--- src/rtl/intr_status_pkg.sv ---
package intr_status_pkg;

  // status register bit positions
  localparam int INTR_POS = 7;
  localparam int TC_POS   = 4;
  // configuration register 1: reset-report-disable bit
  localparam int RPT_OFF_POS = 6;

  // encodings
  localparam logic [7:0] CFG1_INIT     = 8'h07;
  localparam logic [7:0] CAUSE_SERVICE = 8'h10;
  localparam logic [7:0] CAUSE_BUS_RST = 8'h80;
  localparam logic [7:0] STATUS_DONE   = 8'h13;  // terminal count + status phase
  localparam logic [2:0] SEQ_CMD_DONE  = 3'd4;

  // strobes from control to datapath
  typedef struct packed {
    logic ack;         // host read of the cause register
    logic replay;      // report the parked completion
    logic complete;    // report a fresh completion
    logic busRst;      // bus reset event
    logic load;        // generic event load
    logic cfgLoad;     // configuration write
    logic deferLatch;  // park an incoming completion
    logic raise;       // request the interrupt
  } strobe_t;

endpackage

--- src/rtl/intr_status_ctrl.sv ---
module intr_status_ctrl
  import intr_status_pkg::*;
(
  input  logic    hostRd,
  input  logic    evtLoad,
  input  logic    evtRaise,
  input  logic    cmdDone,
  input  logic    busReset,
  input  logic    cfgWrite,
  input  logic    intrSet,
  input  logic    deferPending,
  input  logic    reportOff,
  output strobe_t stb
);

  logic replayNow;
  logic completeNow;
  logic busRstNow;
  logic loadNow;

  // priority: acknowledge > replay > fresh completion > bus reset > load
  always_comb begin
    replayNow   = !hostRd && deferPending && !intrSet;
    completeNow = !hostRd && !deferPending && !intrSet && cmdDone;
    busRstNow   = !hostRd && !replayNow && !completeNow && busReset;
    loadNow     = !hostRd && !replayNow && !completeNow && !busReset && evtLoad;

    stb            = '0;
    stb.ack        = hostRd;
    stb.replay     = replayNow;
    stb.complete   = completeNow;
    stb.busRst     = busRstNow;
    stb.load       = loadNow;
    stb.cfgLoad    = cfgWrite;
    stb.deferLatch = cmdDone && !completeNow;
    stb.raise      = replayNow || completeNow ||
                     (busRstNow && !reportOff) ||
                     (loadNow && evtRaise);
  end

endmodule

--- src/rtl/intr_status_dp.sv ---
module intr_status_dp
  import intr_status_pkg::*;
#(
  parameter int DATA_W = 8,
  parameter int SEQ_W  = 3
) (
  input  logic              clk,
  input  logic              rstN,
  input  strobe_t           stb,
  input  logic [DATA_W-1:0] evtCause,
  input  logic [DATA_W-1:0] evtStatus,
  input  logic [SEQ_W-1:0]  evtSeq,
  input  logic [DATA_W-1:0] cmdByte,
  input  logic [DATA_W-1:0] cfgData,
  output logic              irqOut,
  output logic [DATA_W-1:0] causeReg,
  output logic [DATA_W-1:0] statusReg,
  output logic [SEQ_W-1:0]  seqReg,
  output logic [DATA_W-1:0] cfg1Reg,
  output logic [DATA_W-1:0] readReg,
  output logic [DATA_W-1:0] doneReg,
  output logic              deferPending
);

  localparam logic [DATA_W-1:0] INTR_MASK = DATA_W'(1) << INTR_POS;

  logic [DATA_W-1:0] deferByte;

  always_ff @(posedge clk or negedge rstN) begin
    if (!rstN) begin
      causeReg     <= '0;
      statusReg    <= '0;
      seqReg       <= '0;
      cfg1Reg      <= DATA_W'(CFG1_INIT);
      readReg      <= '0;
      doneReg      <= '0;
      irqOut       <= 1'b0;
      deferPending <= 1'b0;
      deferByte    <= '0;
    end else begin
      if (stb.ack) begin
        readReg           <= causeReg;
        causeReg          <= '0;
        statusReg[INTR_POS] <= 1'b0;
        statusReg[TC_POS] <= 1'b0;
        seqReg            <= SEQ_W'(SEQ_CMD_DONE);
        irqOut            <= 1'b0;
      end else if (stb.replay || stb.complete) begin
        statusReg <= DATA_W'(STATUS_DONE) | (statusReg & INTR_MASK);
        causeReg  <= DATA_W'(CAUSE_SERVICE);
        seqReg    <= '0;
        doneReg   <= stb.replay ? deferByte : cmdByte;
      end else if (stb.busRst) begin
        causeReg <= DATA_W'(CAUSE_BUS_RST);
      end else if (stb.load) begin
        causeReg  <= evtCause;
        statusReg <= (evtStatus & ~INTR_MASK) | (statusReg & INTR_MASK);
        seqReg    <= evtSeq;
      end

      // raise only acts when the pending bit is clear
      if (stb.raise && !statusReg[INTR_POS]) begin
        statusReg[INTR_POS] <= 1'b1;
        irqOut              <= 1'b1;
      end

      if (stb.replay) deferPending <= 1'b0;
      if (stb.deferLatch) begin
        deferPending <= 1'b1;
        deferByte    <= cmdByte;
      end

      if (stb.cfgLoad) cfg1Reg <= cfgData;
    end
  end

endmodule

--- src/rtl/intr_status_unit.sv ---
module intr_status_unit
  import intr_status_pkg::*;
#(
  parameter int DATA_W = 8,
  parameter int SEQ_W  = 3
) (
  input  logic              clk,
  input  logic              rstN,
  input  logic              hostRd,
  input  logic              evtLoad,
  input  logic              evtRaise,
  input  logic [DATA_W-1:0] evtCause,
  input  logic [DATA_W-1:0] evtStatus,
  input  logic [SEQ_W-1:0]  evtSeq,
  input  logic              cmdDone,
  input  logic [DATA_W-1:0] cmdByte,
  input  logic              busReset,
  input  logic              cfgWrite,
  input  logic [DATA_W-1:0] cfgData,
  output logic              irqOut,
  output logic [DATA_W-1:0] causeOut,
  output logic [DATA_W-1:0] statusOut,
  output logic [SEQ_W-1:0]  seqOut,
  output logic [DATA_W-1:0] cfg1Out,
  output logic [DATA_W-1:0] readData,
  output logic [DATA_W-1:0] doneStatus
);

  strobe_t stb;
  logic    deferPending;

  intr_status_ctrl uCtrl (
    .hostRd       (hostRd),
    .evtLoad      (evtLoad),
    .evtRaise     (evtRaise),
    .cmdDone      (cmdDone),
    .busReset     (busReset),
    .cfgWrite     (cfgWrite),
    .intrSet      (statusOut[INTR_POS]),
    .deferPending (deferPending),
    .reportOff    (cfg1Out[RPT_OFF_POS]),
    .stb          (stb)
  );

  intr_status_dp #(.DATA_W(DATA_W), .SEQ_W(SEQ_W)) uDp (
    .clk          (clk),
    .rstN         (rstN),
    .stb          (stb),
    .evtCause     (evtCause),
    .evtStatus    (evtStatus),
    .evtSeq       (evtSeq),
    .cmdByte      (cmdByte),
    .cfgData      (cfgData),
    .irqOut       (irqOut),
    .causeReg     (causeOut),
    .statusReg    (statusOut),
    .seqReg       (seqOut),
    .cfg1Reg      (cfg1Out),
    .readReg      (readData),
    .doneReg      (doneStatus),
    .deferPending (deferPending)
  );

endmodule

--- config.mk ---
export PLATFORM = sky130hd
export DESIGN_NAME = intr_status_unit
export DESIGN_NICKNAME = d
export VERILOG_FILES = /design/src/rtl/intr_status_pkg.sv /design/src/rtl/intr_status_ctrl.sv /design/src/rtl/intr_status_dp.sv /design/src/rtl/intr_status_unit.sv
export SDC_FILE = /design/constraint.sdc
export NUM_CORES = 1
export LEC_CHECK = 0
export ABC_AREA = 0
export BUFFER_PORTS_ARGS = -buffer_cell sky130_fd_sc_hd__buf_4
export CORE_MARGIN = 3
export CORE_UTILIZATION = 35
export CTS_CLUSTER_DIAMETER = 60
export DETAILED_ROUTE_END_ITERATION = 10
export PLACE_DENSITY_LB_ADDON = 0.05
export REMOVE_ABC_BUFFERS = 1
export SLEW_MARGIN = 20
export SYNTH_ARGS = -nofsm -noshare
export SYNTH_HDL_FRONTEND = slang
export SYNTH_SLANG_ARGS = --single-unit
--- constraint.sdc ---
create_clock -name clk -period 1.6 [get_ports clk]
set_input_delay 0.16 -clock clk [delete_from_list [all_inputs] [get_ports clk]]
set_output_delay 0.16 -clock clk [all_outputs]
set_load 0.05 [all_outputs]
==> results of run 1 <==
==> worst reg2reg max path: cells and delay by family, from the launching register on <==
| family | cells | cell delay [ns] |
|---|---|---|
| DFF | 1 | 0.43 |
| and+or+nand+nor | 1 | 0.35 |
| muxes | 1 | 0.33 |
| AOI/OAI and AO/OA | 1 | 0.18 |
| buffers and inverters | 1 | 0.14 |
==> Yosys cell counts (2+ instances only) <==
cell and n:
dfrtp_1 50, mux2_2 24, o21ai_0 23, mux2i_1 14
a21oi_1 10, a22o_1 6, buf_2 5, inv_1 4
nand3_1 4, nor3_1 4, clkbuf_1 3, dfstp_2 3
buf_4 2, nor2_1 2, or3b_1 2
==> kinds of logic after synthesis <==
logic type | after synthesis | share of synthesized area (%)
compound gates | 46 | 12.9
simple gates | 19 | 5.56
flops | 53 | 59.7
buf+inv | 15 | 3.48
mux | 38 | 18.4
==> path summary, 6_finish.rpt <==
path	depth (start not counted)	slack [ns]	to	start
setup / recovery	4	0.06	uDp.deferByte[5]$_DFFE_PN0P_	uDp.statusReg[7]$_DFFE_PN0P_
hold / removal	2	0.07	uDp.statusReg[7]$_DFFE_PN0P_	hostRd
setup reg to reg	4	0.06	uDp.deferByte[5]$_DFFE_PN0P_	uDp.statusReg[7]$_DFFE_PN0P_
hold reg to reg	1	0.51	uDp.deferByte[3]$_DFFE_PN0P_	uDp.deferByte[3]$_DFFE_PN0P_
max in group asynchronous	2	0.70	uDp.doneReg[7]$_DFFE_PN0P_	rstN
min in group asynchronous	2	0.43	uDp.doneReg[5]$_DFFE_PN0P_	rstN
==> what timing repair did <==
item | CTS | global route
hold endpoints to repair | 50 | 0
setup buffers | 0 | 1
hold buffers | 1 | 0
endpoints found under the setup margin | 0 | 10
==> area by class of cell <==
type	instances	share of cell area (%)
clock buffer	7	3.11
clock inverter	1	0.162
inverter	4	0.485
multi-input combinational	103	26.5
sequential	53	42.9
tap	75	3.03
timing repair buffer	96	23.8
==> routing by layer <==
layer  track usage [%]  vias up  part of all wire (%)
li1                  -      799                     -
met1              20.5      779                    45
met2              23.0       52                    47
met3              4.80        5                   7.9
met4              4.32        0                  0.91
met5                 0        -                     0
==> power by group through the flow <==
stage	clock network, mW	logic [mW]	registers [mW]
6_report	0.822	0.947	1.55
5_1_grt	0.907	1.01	1.57
4_1_cts	0.853	0.953	1.55
3_5_place_dp	0	0.951	1.58
3_3_place_gp	0	0.942	1.58
2_1_floorplan	0	0.197	1.94
==> registers in the layout, summed over array words and instances, names as in the netlist <==
name / count
uDp.cfg1Reg: 8
uDp.statusReg: 8
uDp.deferPending: 1
uDp.doneReg: 8
uDp.readReg: 8
uDp.causeReg: 8
uDp.seqReg: 3
uDp.irqOut: 1
uDp.deferByte: 8
==> impl_metrics.toml, run 1 <==
[sta]
relSlewSlack_pct = 54.4
hold_viol_final = 0
slew_violations = 0
finalClockSkew_ns = 0.00588
setup_viol = 0
worstMarginPinSlew_ns = 0.684
fmax_mhz = 648
rsz0062_at_grt = "true"
setup-tns-final_ns = 0
finalCritPeriodShare_pct = 96.4
period_minus_slack_ns = 1.54
setup_ws_ns = 0.0570
worst_hold_slack_ns = 0.0664

[layout]
stdcell_area_sq_um = 3100
multi_input_area_sq_um = 821
layout_commonest_cell = "buf_4"
areaGrowthSynthToFinish_pct = 39.0
drive_above_1_share_pct = 52.3
nNetsFinal = 306
layout.cells.non_filler = 339
utilization_pct = 51.4
num_antenna_cells = 0
ff_latch_area_sq_um = 1330
fillers = 559
final_cell_mix = "94 x buf_4, 50 x dfrtp_1, 24 x mux2_2"

[worst_setup_path]
cp_max_fo = 8
cpMaxStageDelayCell = "dfrtp_1"
cp_data_required_time_ns = 1.79
worstPathArrival_ns = 1.73
path_class = "flop to flop"
critPathLaunchType = "flop"
cp_num_buf_inv = 1
crit_family = "flip-flops"
cp-end-kind = "flop"
cp_slowest_stage_delay_ns = 0.43
path_cells = "or2_2, o21ai_4, buf_12, mux2_2"

[logic_synthesis]
synth-edff-count = 0
syn_avg_cell_area_sq_um = 13.0
synth.distinct_cells = 30
synth_top_area_share_pct = 56.1
async_flop_share_pct = 100
synth_area_leaders = "dfrtp_1 56%, mux2_2 12%, mux2i_1 6.3%"
synth.largest_area_cell = "dfrtp_1"
ys_warn_count = 0
synth_seq_area_share_pct = 59.7
syn_area_sq_um = 2230
syn_inst = 171
ys_ff_latch = 53
yosys_most_used_dff = "dfrtp_1"

[clock_tree]
cts_resized = 0
cts.sinks = 53
clock_latency_ns = 0.30
cts_made_buffers = 5
clk_pin_slew_worst_paths_ns = 0.09
cts_root_buffer = "clkbuf_8"
clock_path_buffers = 2
cts_tree = "yes"
htreeDepth = 2

[detailed_routing]
vias_per_cell = 4.82
ant_nets = 0
dr.pass1.iters = 5
drtIter0Drc = 73
wl_um = 5250
vias = 1635
drc = 0
wl_per_cell_um = 15.5

[placed_design]
numPortBuffers = 85
dp.cells = 329
pre_cts_ws_ns = 0.0430
hpwlAfterDp_um = 3820
place_area_sq_um = 2970
place.gp.congestion = 0.696

[global_routing]
grt_pass1_wl_um = 8670
grt_usage_pct = 15.0
grt_max_degree = 54
grt_overflow = 0
grt_pass1_vias = 1705
antenna_found_initial = 0

[floorplanning]
start_util_pct = 37.0
die_area_sq_um = 7360
row_count = 28
die_h_um = 85.8
core_area_sq_um = 6030
ioPinCount = 87
die_x_um = 85.8

[power]
p_total_mw = 3.32
irDropWorstVdd_mv = 0.560
power_frac_seq_pct = 46.7
swShare_pct = 33.3
p_int_mw = 2.21
leakage_nw = 1.54
power_switching_mw = 1.10
p_clk_share_pct = 24.8
comb_power_share_pct = 28.5
power_density_nw_per_um2 = 1070

[run]
cap_violations = 0

[hold_path]
hold_path_class = "input port to flop"

[run_status]
status = "finished, final reports clean"
No activity file was read; power rests on OpenSTA's default activity.
==> inputs of run 2 (changes only) <==
--- a/config.mk
+++ b/config.mk
@@ -19 +19,2 @@
 export SYNTH_SLANG_ARGS = --single-unit
+export TNS_END_PERCENT = 10
==> constraint.sdc (replaced) <==
create_clock -name clk -period 1.6 [get_ports clk]
set_input_delay 0.08 -clock clk [delete_from_list [all_inputs] [get_ports clk]]
set_output_delay 0.08 -clock clk [all_outputs]
set_load 0.05 [all_outputs]
==> impl_metrics.toml, run 2 (same netlist as run 1, synthesis figures left out) <==
[run_status]
status = "finished, final reports clean"

[placed_design]
dp.cells = 328
place.gp.congestion = 0.682
hpwlAfterDp_um = 3830
numPortBuffers = 85
place_area_sq_um = 2960
pre_cts_ws_ns = 0.0423

[global_routing]
grt_usage_pct = 14.9
grt_overflow = 0
grt_pass1_wl_um = 8630
grt_pass1_vias = 1722
grt_max_degree = 54
antenna_found_initial = 0

[detailed_routing]
wl_met3_um = 421
vias = 1680
ant_nets = 0
met1_length_um = 2270
drc = 0
dr.pass1.iters = 4
highest_layer = "met4"
wl_um = 5300
drtIter0Drc = 89
vias_per_cell = 4.81
wl_per_cell_um = 15.2
dr_wl_met2_um = 2550

[sta]
finalCritPeriodShare_pct = 93.1
fmax_mhz = 672
worst_hold_slack_ns = 0.0106
setup-tns-final_ns = 0
finalClockSkew_ns = 0.00468
rsz0062_at_grt = "false"
slew_violations = 0
worstMarginPinSlew_ns = 0.695
relSlewSlack_pct = 53.6
setup_viol = 0
hold_viol_final = 0
setup_ws_ns = 0.111
period_minus_slack_ns = 1.49

[power]
p_total_mw = 3.34
power_switching_mw = 1.11
leakage_nw = 1.58
p_clk_share_pct = 24.8
comb_power_share_pct = 28.8
p_int_mw = 2.23
swShare_pct = 33.3
irDropWorstVdd_mv = 0.533
power_density_nw_per_um2 = 1040
power_frac_seq_pct = 46.4

[layout]
layout_commonest_cell = "buf_4"
utilization_pct = 53.2
final_cell_mix = "93 x buf_4, 50 x dfrtp_1, 24 x mux2_2"
fillers = 552
layout.cells.non_filler = 349
drive_above_1_share_pct = 49.6
multi_input_area_sq_um = 837
ff_latch_area_sq_um = 1330
nNetsFinal = 316
num_antenna_cells = 0
stdcell_area_sq_um = 3210
areaGrowthSynthToFinish_pct = 43.9

[worst_setup_path]
rr_endpoint = "uDp.deferByte[5]$_DFFE_PN0P_"
crit_family = "flip-flops"
cp_slowest_stage_delay_ns = 0.43
worstPathArrival_ns = 1.69
path_class = "flop to flop"
r2r_start = "uDp.statusReg[7]$_DFFE_PN0P_"
reg2reg_setup_slack_ns = 0.11
cp_num_buf_inv = 0
reg2reg_depth = 3
cp_data_required_time_ns = 1.80
critPathLaunchType = "flop"
cp_max_fo = 8
cp-end-kind = "flop"
path_cells = "or2_4, o21ai_4, mux2_2"
cpMaxStageDelayCell = "dfrtp_1"

[clock_tree]
clock_path_buffers = 2
htreeDepth = 2
cts_setup_buffers = 0
clk_pin_slew_worst_paths_ns = 0.09
cts.sinks = 53
cts_root_buffer = "clkbuf_8"
clock_latency_ns = 0.30
cts_tree = "yes"
cts_made_buffers = 5

[run]
cap_violations = 0

[hold_path]
holdPathEnd = "uDp.cfg1Reg[1]$_DFFE_PN1P_"
hold_path_class = "input port to flop"
hp-start = "cfgData[1]"
hold_depth = 2

[floorplanning]
ioPinCount = 87
die_h_um = 85.8
row_count = 28
start_util_pct = 37.0
core_area_sq_um = 6030
die_x_um = 85.8
die_area_sq_um = 7360
## run 2: changes by cell type in the layout (fill, tap and decap cells not counted)
cell           change
or2_2              -1
nor2_2             -1
dlygate4sd3_1     +12
buf_12             -1
or2_4              +1
nor4_4             +1
nor2_4             +1
buf_4              -1
nor4_2             -1
## run 2: repair_timing
| item | CTS | global route |
|---|---|---|
| resized for setup | 0 | 3 |
| endpoints found under the setup margin | 0 | 10 |
| hold buffers | 11 | 2 |
| hold endpoints to repair | 60 | 2 |
## run 2: power groups by stage
stage          Combinational, mW  Clock, mW  Sequential [mW]
2_1_floorplan              0.197          0             1.94
3_3_place_gp               0.939          0             1.58
3_5_place_dp               0.946          0             1.58
4_1_cts                    0.968      0.857             1.55
5_1_grt                     1.03      0.912             1.57
6_report                   0.963      0.827             1.55
## run 2: worst max path at each step
stage / from / endpoint / slack [ns] / depth (start not counted)
CTS: uDp.statusReg[7]$_DFFE_PN0P_ / uDp.causeReg[2]$_DFFE_PN0P_ / 0.03 / 4
detailed placement: uDp.statusReg[7]$_DFFE_PN0P_ / uDp.deferByte[5]$_DFFE_PN0P_ / 0.04 / 3
global placement: uDp.statusReg[7]$_DFFE_PN0P_ / uDp.causeReg[0]$_DFFE_PN0P_ / 0.07 / 4
finish: uDp.statusReg[7]$_DFFE_PN0P_ / uDp.deferByte[5]$_DFFE_PN0P_ / 0.11 / 3
floorplan: uDp.statusReg[7]$_DFFE_PN0P_ / uDp.deferByte[0]$_DFFE_PN0P_ / -0.15 / 3
global route: uDp.deferPending$_DFFE_PN0P_ / uDp.causeReg[7]$_DFFE_PN0P_ / 0.02 / 4
## run 2: layout make-up
class / instances / area share (%)
Sequential cell: 53 / 41.5
Multi-Input combinational cell: 103 / 26.1
Timing Repair Buffer: 106 / 25.8
Clock buffer: 7 / 3.01
Tap cell: 75 / 2.93
Inverter: 4 / 0.468
Clock inverter: 1 / 0.156
## run 2: layer usage
layer	GRT usage [%]	up-vias
li1	-	816
met1	19.6	806
met2	23.7	53
met3	4.80	5
met4	4.32	0
met5	0	-
